<file path="src/rtl/minifloat_pkg.sv">
package minifloat_pkg;
  // Classification of the input range decided in the first stage
  typedef enum logic [1:0] {
    CLS_ZERO = 2'd0,
    CLS_NORM = 2'd1,
    CLS_SAT  = 2'd2
  } mf_cls_e;
endpackage

</file>
<file path="src/rtl/mf_rst_sync.sv">
module mf_rst_sync (
  input  logic clk,
  input  logic rst_n,
  output logic rst_n_sync
);
  logic meta_q;

  always_ff @(posedge clk or negedge rst_n) begin
    if (!rst_n) begin
      meta_q     <= 1'b0;
      rst_n_sync <= 1'b0;
    end else begin
      meta_q     <= 1'b1;
      rst_n_sync <= meta_q;
    end
  end
endmodule

</file>
<file path="src/rtl/mf_unpack.sv">
module mf_unpack
  import minifloat_pkg::*;
#(
  parameter int EXP_W  = 6,
  parameter int FRAC_W = 10,
  parameter int OUT_W  = 12,
  localparam int WORD_W = 1 + EXP_W + FRAC_W,
  localparam int MAG_W  = OUT_W - 1,
  localparam int KW     = $clog2(MAG_W)
) (
  input  logic              clk,
  input  logic              rst_n,
  input  logic              in_valid,
  input  logic [WORD_W-1:0] in_word,
  output logic              s1_valid,
  output logic              s1_sign,
  output mf_cls_e           s1_cls,
  output logic [FRAC_W:0]   s1_sig,
  output logic [KW-1:0]     s1_k
);
  localparam int BIAS  = (1 << (EXP_W - 1)) - 1;
  localparam int MAX_K = MAG_W - 1;

  logic [EXP_W-1:0] exp_f;
  int               unb;
  mf_cls_e          cls_nxt;
  logic [KW-1:0]    k_nxt;
  logic [FRAC_W:0]  sig_nxt;

  always_comb begin
    exp_f   = in_word[FRAC_W +: EXP_W];
    unb     = int'(exp_f) - BIAS;
    sig_nxt = {1'b1, in_word[FRAC_W-1:0]};
    k_nxt   = '0;
    if (exp_f == '0) begin
      cls_nxt = CLS_ZERO;
    end else if (unb < 0) begin
      cls_nxt = CLS_ZERO;
    end else if (unb > MAX_K) begin
      cls_nxt = CLS_SAT;
    end else begin
      cls_nxt = CLS_NORM;
      k_nxt   = KW'(unb);
    end
  end

  always_ff @(posedge clk or negedge rst_n) begin
    if (!rst_n) begin
      s1_valid <= 1'b0;
    end else begin
      s1_valid <= in_valid;
    end
  end

  always_ff @(posedge clk) begin
    if (in_valid) begin
      s1_sign <= in_word[WORD_W-1];
      s1_cls  <= cls_nxt;
      s1_sig  <= sig_nxt;
      s1_k    <= k_nxt;
    end
  end
endmodule

</file>
<file path="src/rtl/mf_align.sv">
module mf_align
  import minifloat_pkg::*;
#(
  parameter int FRAC_W = 10,
  parameter int OUT_W  = 12,
  localparam int MAG_W  = OUT_W - 1,
  localparam int KW     = $clog2(MAG_W),
  localparam int WIDE_W = FRAC_W + OUT_W
) (
  input  logic             clk,
  input  logic             rst_n,
  input  logic             s1_valid,
  input  logic             s1_sign,
  input  mf_cls_e          s1_cls,
  input  logic [FRAC_W:0]  s1_sig,
  input  logic [KW-1:0]    s1_k,
  output logic             s2_valid,
  output logic             s2_sign,
  output logic             s2_sat,
  output logic [MAG_W-1:0] s2_mag
);
  logic [WIDE_W-1:0] wide;
  logic [MAG_W-1:0]  mag_nxt;
  logic              sat_nxt;

  // Moving the significand up by k and down by the fraction width keeps
  // exactly k+1 integer bits and truncates the rest.
  always_comb begin
    wide    = WIDE_W'(s1_sig) << s1_k;
    mag_nxt = MAG_W'(wide >> FRAC_W);
    sat_nxt = (s1_cls == CLS_SAT);
    if (s1_cls != CLS_NORM) begin
      mag_nxt = '0;
    end
  end

  always_ff @(posedge clk or negedge rst_n) begin
    if (!rst_n) begin
      s2_valid <= 1'b0;
    end else begin
      s2_valid <= s1_valid;
    end
  end

  always_ff @(posedge clk) begin
    if (s1_valid) begin
      s2_sign <= s1_sign;
      s2_sat  <= sat_nxt;
      s2_mag  <= mag_nxt;
    end
  end
endmodule

</file>
<file path="src/rtl/mf_apply_sign.sv">
module mf_apply_sign #(
  parameter int OUT_W = 12,
  localparam int MAG_W = OUT_W - 1
) (
  input  logic             clk,
  input  logic             rst_n,
  input  logic             s2_valid,
  input  logic             s2_sign,
  input  logic             s2_sat,
  input  logic [MAG_W-1:0] s2_mag,
  output logic             out_valid,
  output logic [OUT_W-1:0] out_data
);
  localparam logic [OUT_W-1:0] POS_MAX = {1'b0, {MAG_W{1'b1}}};
  localparam logic [OUT_W-1:0] NEG_MIN = {1'b1, {MAG_W{1'b0}}};

  logic [OUT_W-1:0] data_nxt;

  always_comb begin
    if (s2_sat) begin
      data_nxt = s2_sign ? NEG_MIN : POS_MAX;
    end else if (s2_sign) begin
      data_nxt = OUT_W'(0) - {1'b0, s2_mag};
    end else begin
      data_nxt = {1'b0, s2_mag};
    end
  end

  always_ff @(posedge clk or negedge rst_n) begin
    if (!rst_n) begin
      out_valid <= 1'b0;
    end else begin
      out_valid <= s2_valid;
    end
  end

  always_ff @(posedge clk) begin
    if (s2_valid) begin
      out_data <= data_nxt;
    end
  end
endmodule

</file>
<file path="src/rtl/minifloat_to_int.sv">
module minifloat_to_int
  import minifloat_pkg::*;
#(
  parameter int EXP_W  = 6,
  parameter int FRAC_W = 10,
  parameter int OUT_W  = 12,
  localparam int WORD_W = 1 + EXP_W + FRAC_W,
  localparam int MAG_W  = OUT_W - 1,
  localparam int KW     = $clog2(MAG_W)
) (
  input  logic              clk,
  input  logic              rst_n,
  input  logic              in_valid,
  input  logic [WORD_W-1:0] in_word,
  output logic              out_valid,
  output logic [OUT_W-1:0]  out_data
);
  logic             rst_n_sync;
  logic             s1_valid, s1_sign;
  mf_cls_e          s1_cls;
  logic [FRAC_W:0]  s1_sig;
  logic [KW-1:0]    s1_k;
  logic             s2_valid, s2_sign, s2_sat;
  logic [MAG_W-1:0] s2_mag;

  mf_rst_sync i_rst_sync (
    .clk        (clk),
    .rst_n      (rst_n),
    .rst_n_sync (rst_n_sync)
  );

  mf_unpack #(.EXP_W(EXP_W), .FRAC_W(FRAC_W), .OUT_W(OUT_W)) i_unpack (
    .clk      (clk),
    .rst_n    (rst_n_sync),
    .in_valid (in_valid),
    .in_word  (in_word),
    .s1_valid (s1_valid),
    .s1_sign  (s1_sign),
    .s1_cls   (s1_cls),
    .s1_sig   (s1_sig),
    .s1_k     (s1_k)
  );

  mf_align #(.FRAC_W(FRAC_W), .OUT_W(OUT_W)) i_align (
    .clk      (clk),
    .rst_n    (rst_n_sync),
    .s1_valid (s1_valid),
    .s1_sign  (s1_sign),
    .s1_cls   (s1_cls),
    .s1_sig   (s1_sig),
    .s1_k     (s1_k),
    .s2_valid (s2_valid),
    .s2_sign  (s2_sign),
    .s2_sat   (s2_sat),
    .s2_mag   (s2_mag)
  );

  mf_apply_sign #(.OUT_W(OUT_W)) i_apply_sign (
    .clk       (clk),
    .rst_n     (rst_n_sync),
    .s2_valid  (s2_valid),
    .s2_sign   (s2_sign),
    .s2_sat    (s2_sat),
    .s2_mag    (s2_mag),
    .out_valid (out_valid),
    .out_data  (out_data)
  );
endmodule

</file>
<file path="config.mk">
export PLATFORM = sky130hd
export DESIGN_NAME = minifloat_to_int
export DESIGN_NICKNAME = d
export VERILOG_FILES = /design/src/rtl/minifloat_pkg.sv /design/src/rtl/mf_rst_sync.sv /design/src/rtl/mf_unpack.sv /design/src/rtl/mf_align.sv /design/src/rtl/mf_apply_sign.sv /design/src/rtl/minifloat_to_int.sv
export SDC_FILE = /design/constraint.sdc
export NUM_CORES = 1
export LEC_CHECK = 0
export ABC_AREA = 1
export BUFFER_PORTS_ARGS = -buffer_cell sky130_fd_sc_hd__buf_2
export CAP_MARGIN = 5
export CELL_PAD_IN_SITES_DETAIL_PLACEMENT = 0
export CELL_PAD_IN_SITES_GLOBAL_PLACEMENT = 1
export CORE_UTILIZATION = 45
export CTS_BUF_LIST = sky130_fd_sc_hd__clkbuf_8
export DETAILED_ROUTE_END_ITERATION = 6
export MAX_ROUTING_LAYER = met4
export PLACE_DENSITY_LB_ADDON = 0.3
export SYNTH_ARGS = -nofsm -noshare
export SYNTH_HDL_FRONTEND = slang
export SYNTH_SLANG_ARGS = --single-unit
</file>
<file path="constraint.sdc">
create_clock -name clk -period 0.8 [get_ports clk]
set_clock_uncertainty 0.1 [all_clocks]
set_input_delay 0.08 -clock clk [delete_from_list [all_inputs] [get_ports clk]]
set_output_delay 0.08 -clock clk [all_outputs]
set_load 0.05 [all_outputs]
</file>
Word level (Yosys, flattened, before mapping). Index checks and enable logic that the tools add are counted.

Flip-flop bits (word level): 47. Output and inout port bits: 13. Bits of input ports: 20. Logic and storage cells: 27.

Add/subtract/negate cells: 2. Shifts and indexed selects: 1. Magnitude comparators: 2. Reductions and logical operators: 3. Muxes and demuxes: 4. Eq/ne operators: 2.

Operators with widths (count): two-way mux 12 bit (3); greater-than comparator 32 x 5 -> 1 bit, second input constant (1); < comparator 32 x 1 -> 1 bit, second input constant (1); left shift 11 x 4 -> 21 bit (1); subtractor 1 x 11 -> 12 bit, first input constant (1); subtractor 6 x 5 -> 7 bit, second input constant (1); zero test 6 bit (1); OR reduction 3 bit (1); equality test 2 bit, second input constant (1); two-way mux 2 bit (1); inequality test 2 x 1 -> 1 bit, second input constant (1); OR reduction 2 bit (1).

Longest topological paths before layout. Gate-level depths: netlist of run 1.

Depth after elaboration: 3. Gate-level depth with buffers: 10. Depth with buffers taken out: 9.

Cells and area by module. Synthesis of run 1 repeated with hierarchy kept, for this count alone.

Cell total of the unflattened synthesis: 309. Area, all modules: 2716.4 um2.

Modules (own cells, without submodules): mf_align (seq. area each 415.4 um2, times used 1, area an instance 1044.8 um2, cells each 139); mf_apply_sign (seq. area each 385.4 um2, times used 1, area an instance 844.6 um2, cells each 103); mf_unpack (seq. area each 535.5 um2, times used 1, area an instance 773.2 um2, cells each 64); mf_rst_sync (seq. area each 50.0 um2, times used 1, area an instance 53.8 um2, cells each 3).

Worst setup path after synthesis of run 1. No wires, ideal clock.

Path kind: register to register. Start point: register i_align.s2_mag[1]. End point: register i_apply_sign.out_data[6] (data pin). Setup time: 261 ps. Slack: -690 ps. Stages on the path, launching flop included: 7. Arrival time: 1128 ps. Required time: 439 ps. Period minus slack after synthesis: 1490 ps. Buffers on the path: 0. Path through: edfxtp_1 inv_1 ha_1 nand2_1 o21ai_0 o21ai_0 xnor2_1.

Word-level cells in the longest chain between the ends: 3.

Ends and longest elaborated chain: start, declared (RTL line mf_align.sv:20) `output logic [MAG_W-1:0] s2_mag`; start signal, assigned (RTL line mf_align.sv:49) `s2_mag <= mag_nxt;`; subtractor 1 x 11 -> 12 bit (RTL line mf_apply_sign.sv:23) `data_nxt = OUT_W'(0) - {1'b0, s2_mag};`; two-way mux 12 bit (RTL line mf_apply_sign.sv:22) `end else if (s2_sign) begin`; two-way mux 12 bit (RTL line mf_apply_sign.sv:20) `if (s2_sat) begin`; net i_apply_sign.data_nxt[6] (RTL line mf_apply_sign.sv:17) `logic [OUT_W-1:0] data_nxt;`; end signal, assigned (RTL line mf_apply_sign.sv:39) `out_data <= data_nxt;`; end, declared (RTL line mf_apply_sign.sv:12) `output logic [OUT_W-1:0] out_data`.

The timed path passes the listed nets, and every way through them passes these cells. A chain may end at the register's enable or synchronous reset.

Worst setup path in the final report of run 1.
Start point: register i_unpack.s1_k[0]. End point: register i_align.s2_mag[2] (data pin).

Word-level cells in the longest chain between the ends: 1.

Ends and longest elaborated chain: start, declared (RTL line mf_unpack.sv:19) `output logic [KW-1:0] s1_k`; start signal, assigned (RTL line mf_unpack.sv:60) `s1_k <= k_nxt;`; left shift 11 x 4 -> 21 bit (RTL line mf_align.sv:29) `wide = WIDE_W'(s1_sig) << s1_k;`.

No other way between the ends.

==> results.txt, run 1 <==
number of remaining DRC errors - 0
Routed Antenna Nets - 0
CP Cell Sequence - buf_6 -> inv_8 -> nand2_4 -> nand3_2 -> nand3_2 -> nand2_1 -> a21oi_2 -> nor2_1
via count - 2202
synth top area cells - edfxtp_1 51%, nand2_1 10%, nand3_1 7.9%
CP peak stage delay - 420 ps
Post-CTS Hold Fix Bufs - 12
area grow syn2layout - 63.4%
layout cell share with drive strength beyond 1 - 57.1%
area share of the largest cell type after synthesis - 51.1%
placed cell count - 407
global-route wire length before repair - 9490 µm
RSZ-0062 raised after global routing - true
Post-Syn Nets - 294
outcome - complete, but fails checks
Worst Hold Class - reg -> async
Synth area leader - edfxtp_1
Fmax achieved - 671 MHz
Synth Cell Area - 2470 µm²
count leader, synth - nand2_1
effective utilization at floorplan - 47.4%
antenna violations before repair - 0
Routability Congestion - 0.850
Synth top cells by count - 67 x nand2_1, 42 x edfxtp_1, 39 x nand3_1
maximum vdd ir drop - 1370 µV
PortBufs - 32
final period utilization - 186%
Final min period - 1490 ps
post-layout util - 77.4%
First-pass DRT Iterations - 4
largest net degree at the start of global routing - 19
grt total ovfl - 0
IO Count - 33
Clock Pin Slew Worst Setup and Hold Paths - 90 ps
Initial DRC Count - 69
Synth Area per Inst - 9.13 µm²
Async S/R FF share, synth - 10.6%
Syn. warnings - 0
Die Y - 76.0 µm
ys flop type - edfxtp_1
vias in the first global route - 2248
Clock Tree Buf Depth - 2
PD cells - 1750 nW/µm²
Final #Nets - 394
Routed WL per cell - 13.1 µm
CTS Sinks - 47
Pins Over Slew Limit - 0
ant diodes - 0
Setup crit end kind - flip-flop
MaxCap Viol Count - 0
most used cell along the critical path - nand3_2
Seq cells post-synth - 47
die area - 5780 µm²
Detail Placement HPWL - 3660 µm
GRT Total Usage - 21.4%
CTS Buf Count - 5
Required @ worst endpoint - 760 ps
# rows - 26
setup violators final - 68
Post-synth EDFFs - 42
Root Driver - clkbuf_8
Total Power - 7.07 mW
CTS tree - yes
hold_ws - -55.5 ps
die width - 76.0 µm
WL final - 5770 µm
Core Area - 5200 µm²
Setup crit start kind - flip-flop
H-tree levels - 2
sequential element share of the synthesized area - 56.2%
CP max-delay cell - edfxtp_1
Skew-Pair Late Insertion Delay - 300 ps
gate count after technology mapping - 270
worst r2r path cells - 8
worst setup path class - reg -> reg
dpl ws - -723 ps
Final Hold Viols - 6
worst-path fanout max - 5
fin cells - 441
Netlist cell types - 29
average via count per standard cell - 4.99
failing checks - hold timing, setup timing
fin worst setup slack - -691 ps
arrival time at the worst endpoint - 1450 ps
Leakage - 1.78 nW
[final cells by class]
cell class / count / area [µm²]
multi-input combinational: 186 / 1440
clock inverter: 3 / 43.8
clock buffer: 5 / 68.8
tap: 70 / 87.6
timing repair inverter: 1 / 11.3
fill: 349 / 1180
timing repair buffer: 97 / 855
sequential: 47 / 1390
inverter: 32 / 135
[kinds of logic (layout without fill, tap and decap cells)]
kind of cell / Yosys count / after routing / share of synthesized area, %
and+or+nand+nor: 145 / 145 / 25.5
DFF: 47 / 47 / 56.2
buffers and inverters: 37 / 138 / 6.60
AOI/OAI and AO/OA: 27 / 27 / 6.29
xor gates and xnor gates: 9 / 9 / 3.20
adders and majority gates: 4 / 4 / 2.03
other: 1 / 1 / 0.152
[sequential cells by signal, indices dropped and copies added (netlist names), 2 cells and up]
register / cells
i_align.s2_mag: 11
i_apply_sign.out_data: 12
i_unpack.s1_cls: 2
i_unpack.s1_k: 4
i_unpack.s1_sig: 10
[power by group]
group / leakage, nW / internal, mW / total, mW / switching [mW]
registers: 0.463 / 2.96 / 3.14 / 0.173
clock network: 0.0581 / 0.930 / 1.72 / 0.789
logic: 1.26 / 0.959 / 2.21 / 1.25
total: 1.78 / 4.85 / 7.07 / 2.22
[repair_timing]
item	in CTS	in global routing
pin swaps	36	27
cloned	1	0
hold endpoints to repair	17	4
setup endpoints to repair	68	68
resized for setup	138	40
setup buffers	10	3
[cell usage in the layout (no fill, tap or decap), types with 3 or more instances in the layout]
cell type	count
clkbuf_8	5
o21ai_4	3
inv_1	19
xor2_1	6
nor2_1	17
o21ai_0	5
xnor2_1	3
nand2_4	18
edfxtp_1	42
nor2_4	8
nand3_1	9
dfrtp_1	3
o211ai_1	5
nand2_1	29
buf_4	37
nand3_2	29
a21oi_2	6
dlygate4sd3_1	12
nand2_2	22
nor2_2	8
buf_6	29
buf_2	16
inv_2	10
o21ai_2	3
[layer usage]
layer	vias to the layer above	GRT usage (%)	share of wire (%)
met5	-	-	0
met4	0	5.19	1.1
met3	10	3.95	3.4
met2	52	43.9	58
met1	1035	19.9	37
li1	1105	-	-
[critical path, delay by kind of cell, from the launching register on]
kind,cells,cell delay [ps]
and+or+nand+nor,5,410
DFF,1,420
buffers and inverters,2,230
AOI/OAI and AO/OA,1,110
[metrics by stage]
stage | TNS [ps] | hold WS (ps) | instance area (µm²)
5_1_grt | -23510 | -36.4 | 4030
3_5_place_dp | -21650 | -235 | 3060
3_3_place_gp | -21030 | -235 | 3060
4_1_cts | -20190 | -47.3 | 3840
6_report | -20520 | -55.5 | 4030
2_1_floorplan | -14900 | -316 | 2540
[path summary, 6_finish.rpt]
check	start	to	slack (ps)
hold reg to reg	i_rst_sync.rst_n_sync	i_apply_sign.out_valid	-60
setup / recovery	i_unpack.s1_k[0]	i_align.s2_mag[2]	-690
max in group asynchronous	i_rst_sync.rst_n_sync	i_align.s2_valid	510
hold / removal	i_rst_sync.rst_n_sync	i_apply_sign.out_valid	-60
setup reg to reg	i_unpack.s1_k[0]	i_align.s2_mag[2]	-690
min in group clk	in_valid	i_unpack.s1_valid	-10
(Power assumes the default switching activity.)
==> run 2: changes to the inputs <==
Settings changed: CTS_BUF_LIST sky130_fd_sc_hd__clkbuf_8 to sky130_fd_sc_hd__clkbuf_4 sky130_fd_sc_hd__clkbuf_8, SYNTH_HIERARCHICAL set to 1.
==> results.txt, run 2 <==
Die Y - 79.7 µm (+4.8%)
max reg flops - 12 (unchanged)
Synth Cell Area - 2720 µm² (+10%)
CTS tree - yes
CP top delay family - simple AND/OR/NAND/NOR gates
Clock Tree Buf Depth - 2 (unchanged)
Seq cells post-synth - 47 (unchanged)
outcome - complete, but fails checks
effective utilization at floorplan - 47.9% (+0.48 points)
area share of the largest cell type after synthesis - 46.4% (-4.7 points)
Final Hold Viols - 4 (-2)
Worst Hold Class - reg -> async
ys flop type - edfxtp_1
Netlist cell types - 33 (+14%)
Core Area - 5680 µm² (+9.0%)
worst r2r path cells - 7 (-1)
Routability Congestion - 0.848 (-0.22%)
ant diodes - 0 (unchanged)
First-pass DRT Iterations - 4 (unchanged)
WL final - 5440 µm (-5.7%)
post-layout util - 69.7% (-7.7 points)
Synth area leader - edfxtp_1
fin worst setup slack - -681 ps (+9.50 ps)
die area - 6350 µm² (+9.9%)
setup violators final - 68 (unchanged)
grt total ovfl - 0 (unchanged)
Setup crit start kind - flip-flop
most used cell along the critical path - nand3_1
vias in the first global route - 2114 (-6.0%)
Regs by FF count - i_apply_sign/out_data: 12 flops, i_align/s2_mag: 11 flops, i_unpack/s1_sig: 10 flops
Fmax achieved - 675 MHz (+0.64%)
reg2reg setup slack - -680 ps (about the same)
largest net degree at the start of global routing - 19 (unchanged)
area grow syn2layout - 45.6%
layout cell share with drive strength beyond 1 - 45.4% (-12 points)
antenna violations before repair - 0 (unchanged)
Leakage - 1.81 nW (+1.5%)
CTS Buf Count - 5 (unchanged)
gate count after technology mapping - 309 (+14%)
final instance area - 3960 µm² (-1.8%)
Final #Nets - 426 (+8.1%)
Post-Syn Nets - 333 (+13%)
# rows - 27 (+3.8%)
most common cell after layout, fill and taps aside - nand2_1
CTS Sinks - 47 (unchanged)
Routed WL per cell - 11.5 µm (-12%)
GRT Total Usage - 18.2% (-3.2 points)
multi-input logic area - 1360 µm² (-5.7%)
M3 GR Usage - 3.43% (-0.52 points)
H-tree levels - 2 (unchanged)
IO Count - 33 (unchanged)
average via count per standard cell - 4.78 (-4.2%)
Biggest register - i_apply_sign/out_data
CP Cell Sequence - buf_12 -> nand2_1 -> nand3_1 -> nand3_1 -> nand3_1 -> nand2_1 -> inv_1
met1 Usage GRT - 19.7% (-0.17 points)
GR peak layer - met2
Buf+Inv Stages, Crit Path - 2 (unchanged)
sequential element share of the synthesized area - 51.0% (-5.2 points)
CP max-delay cell - edfxtp_1
arrival time at the worst endpoint - 1450 ps (about the same)
maximum vdd ir drop - 1350 µV (-2.1%)
RR Startpoint - i_unpack/s1_k[0]
Routed Antenna Nets - 0 (unchanged)
Post-Place Cell Area - 3280 µm² (+7.3%)
synth top area cells - edfxtp_1 46%, nand2_1 11%, nand3_1 7.9%
RSZ-0062 raised after global routing - true
Setup crit end kind - flip-flop
Clock Pin Slew Worst Setup and Hold Paths - 90 ps (about the same)
R2R Path End - i_align/s2_mag[4]
MaxCap Viol Count - 0 (unchanged)
Root Driver - clkbuf_8
die width - 79.7 µm (+4.8%)
Synth top cells by count - 77 x nand2_1, 43 x nand3_1, 42 x edfxtp_1
worst-path fanout max - 13 (+8)
failing checks - hold timing, setup timing
PortBufs - 32 (unchanged)
global-route wire length before repair - 8760 µm (-7.7%)
worst setup path class - reg -> reg
hold_ws - -51.8 ps (+3.70 ps)
M2 GR Usage - 34.5% (-9.4 points)
final period utilization - 185% (-1.2 points)
Detail Placement HPWL - 3860 µm (+5.6%)
PD cells - 1640 nW/µm² (-6.7%)
fillers - 453 (+30%)
Required @ worst endpoint - 760 ps (about the same)
Post-synth EDFFs - 42 (unchanged)
most frequent cells in the layout - 66 x nand2_1, 42 x edfxtp_1, 36 x buf_4
Syn. warnings - 6 (+6)
Async S/R FF share, synth - 10.6% (unchanged)
count leader, synth - nand2_1
Skew-Pair Late Insertion Delay - 290 ps (about the same)
CP peak stage delay - 450 ps (+30 ps)
Post-CTS Hold Fix Bufs - 12 (unchanged)
Synth Area per Inst - 8.79 µm² (-3.8%)
Pins Over Slew Limit - 0 (unchanged)
Final min period - 1480 ps (-9.50 ps)
Initial DRC Count - 44 (-36%)
number of remaining DRC errors - 0 (unchanged)
via count - 2272 (+3.2%)
FF+latch area - 1390 µm² (unchanged)
run 2: metrics by stage:
stage                     hold WS [ps]  setup slack (ps)  instances  total power [mW]  setup TNS [ps]
after floorplan                   -316              -563        309              4.17          -15750
after global placement            -234              -681        440              4.60          -20770
after detailed placement          -235              -717        440              4.62          -21230
after CTS                        -46.1              -677        474              6.43          -19740
after global routing             -36.6              -767        475              6.80          -23050
final                            -51.8              -681        475              6.47          -20140
run 2: repair_timing:
action                     in CTS  in global routing
setup buffers                  14                  1
pin swaps                      25                 23
setup endpoints to repair      68                 68
gates resized for setup        68                 28
hold endpoints to repair       17                  4
run 2: power breakdown:
group	leakage (nW)	switching (mW)	internal [mW]
clock	0.0474	0.767	0.705
sequential	0.478	0.121	2.92
combinational	1.28	1.11	0.852
total	1.81	2.00	4.47
run 2: cell families (layout without fill, tap and decap cells):
logic type      after synthesis  in the layout  share of synthesized area, %
compound gates               21             21                          4.74
xor+xnor                      3              3                         0.967
fa+ha+maj                     4              4                          1.84
buf+inv                      50            144                          9.03
flops                        47             47                          51.0
other cells                   2              2                         0.276
simple gates                182            182                          32.1
run 2: cell type report:
type	instances	share of cell area (%)
sequential	47	35.1
tap	72	2.28
inverter	42	4.62
multi-input combinational	212	34.3
clock inverter	2	0.411
timing repair buffer	94	21.2
clock buffer	6	2.09
run 2: worst max-delay path by stage:
| stage | depth (start not counted) | slack (ps) | startpoint | end |
|---|---|---|---|---|
| final | 7 | -680 | i_unpack/s1_k[0] | i_align/s2_mag[4] |
| after CTS | 7 | -680 | i_unpack/s1_k[0] | i_align/s2_mag[4] |
| after global placement | 7 | -680 | i_unpack/s1_k[0] | i_align/s2_mag[0] |
| after floorplan | 9 | -560 | i_unpack/s1_k[0] | i_align/s2_mag[5] |
| after global routing | 7 | -770 | i_unpack/s1_k[0] | i_align/s2_mag[2] |
| after detailed placement | 9 | -720 | in_word[10] | i_unpack/s1_k[3] |
run 2: worst register-to-register path: stages, from the launching register on:
cell,delay (ps)
edfxtp_1,450
buf_12,180
nand2_1,80
nand3_1,140
nand3_1,120
nand3_1,80
nand2_1,80
inv_1,50
run 2: per-layer routing:
| layer | up-vias | part of all wire (%) |
|---|---|---|
| met2 | 44 | 57 |
| li1 | 1197 | - |
| met1 | 1026 | 40 |
| met3 | 5 | 2.6 |
| met4 | 0 | 0.57 |
| met5 | - | 0 |
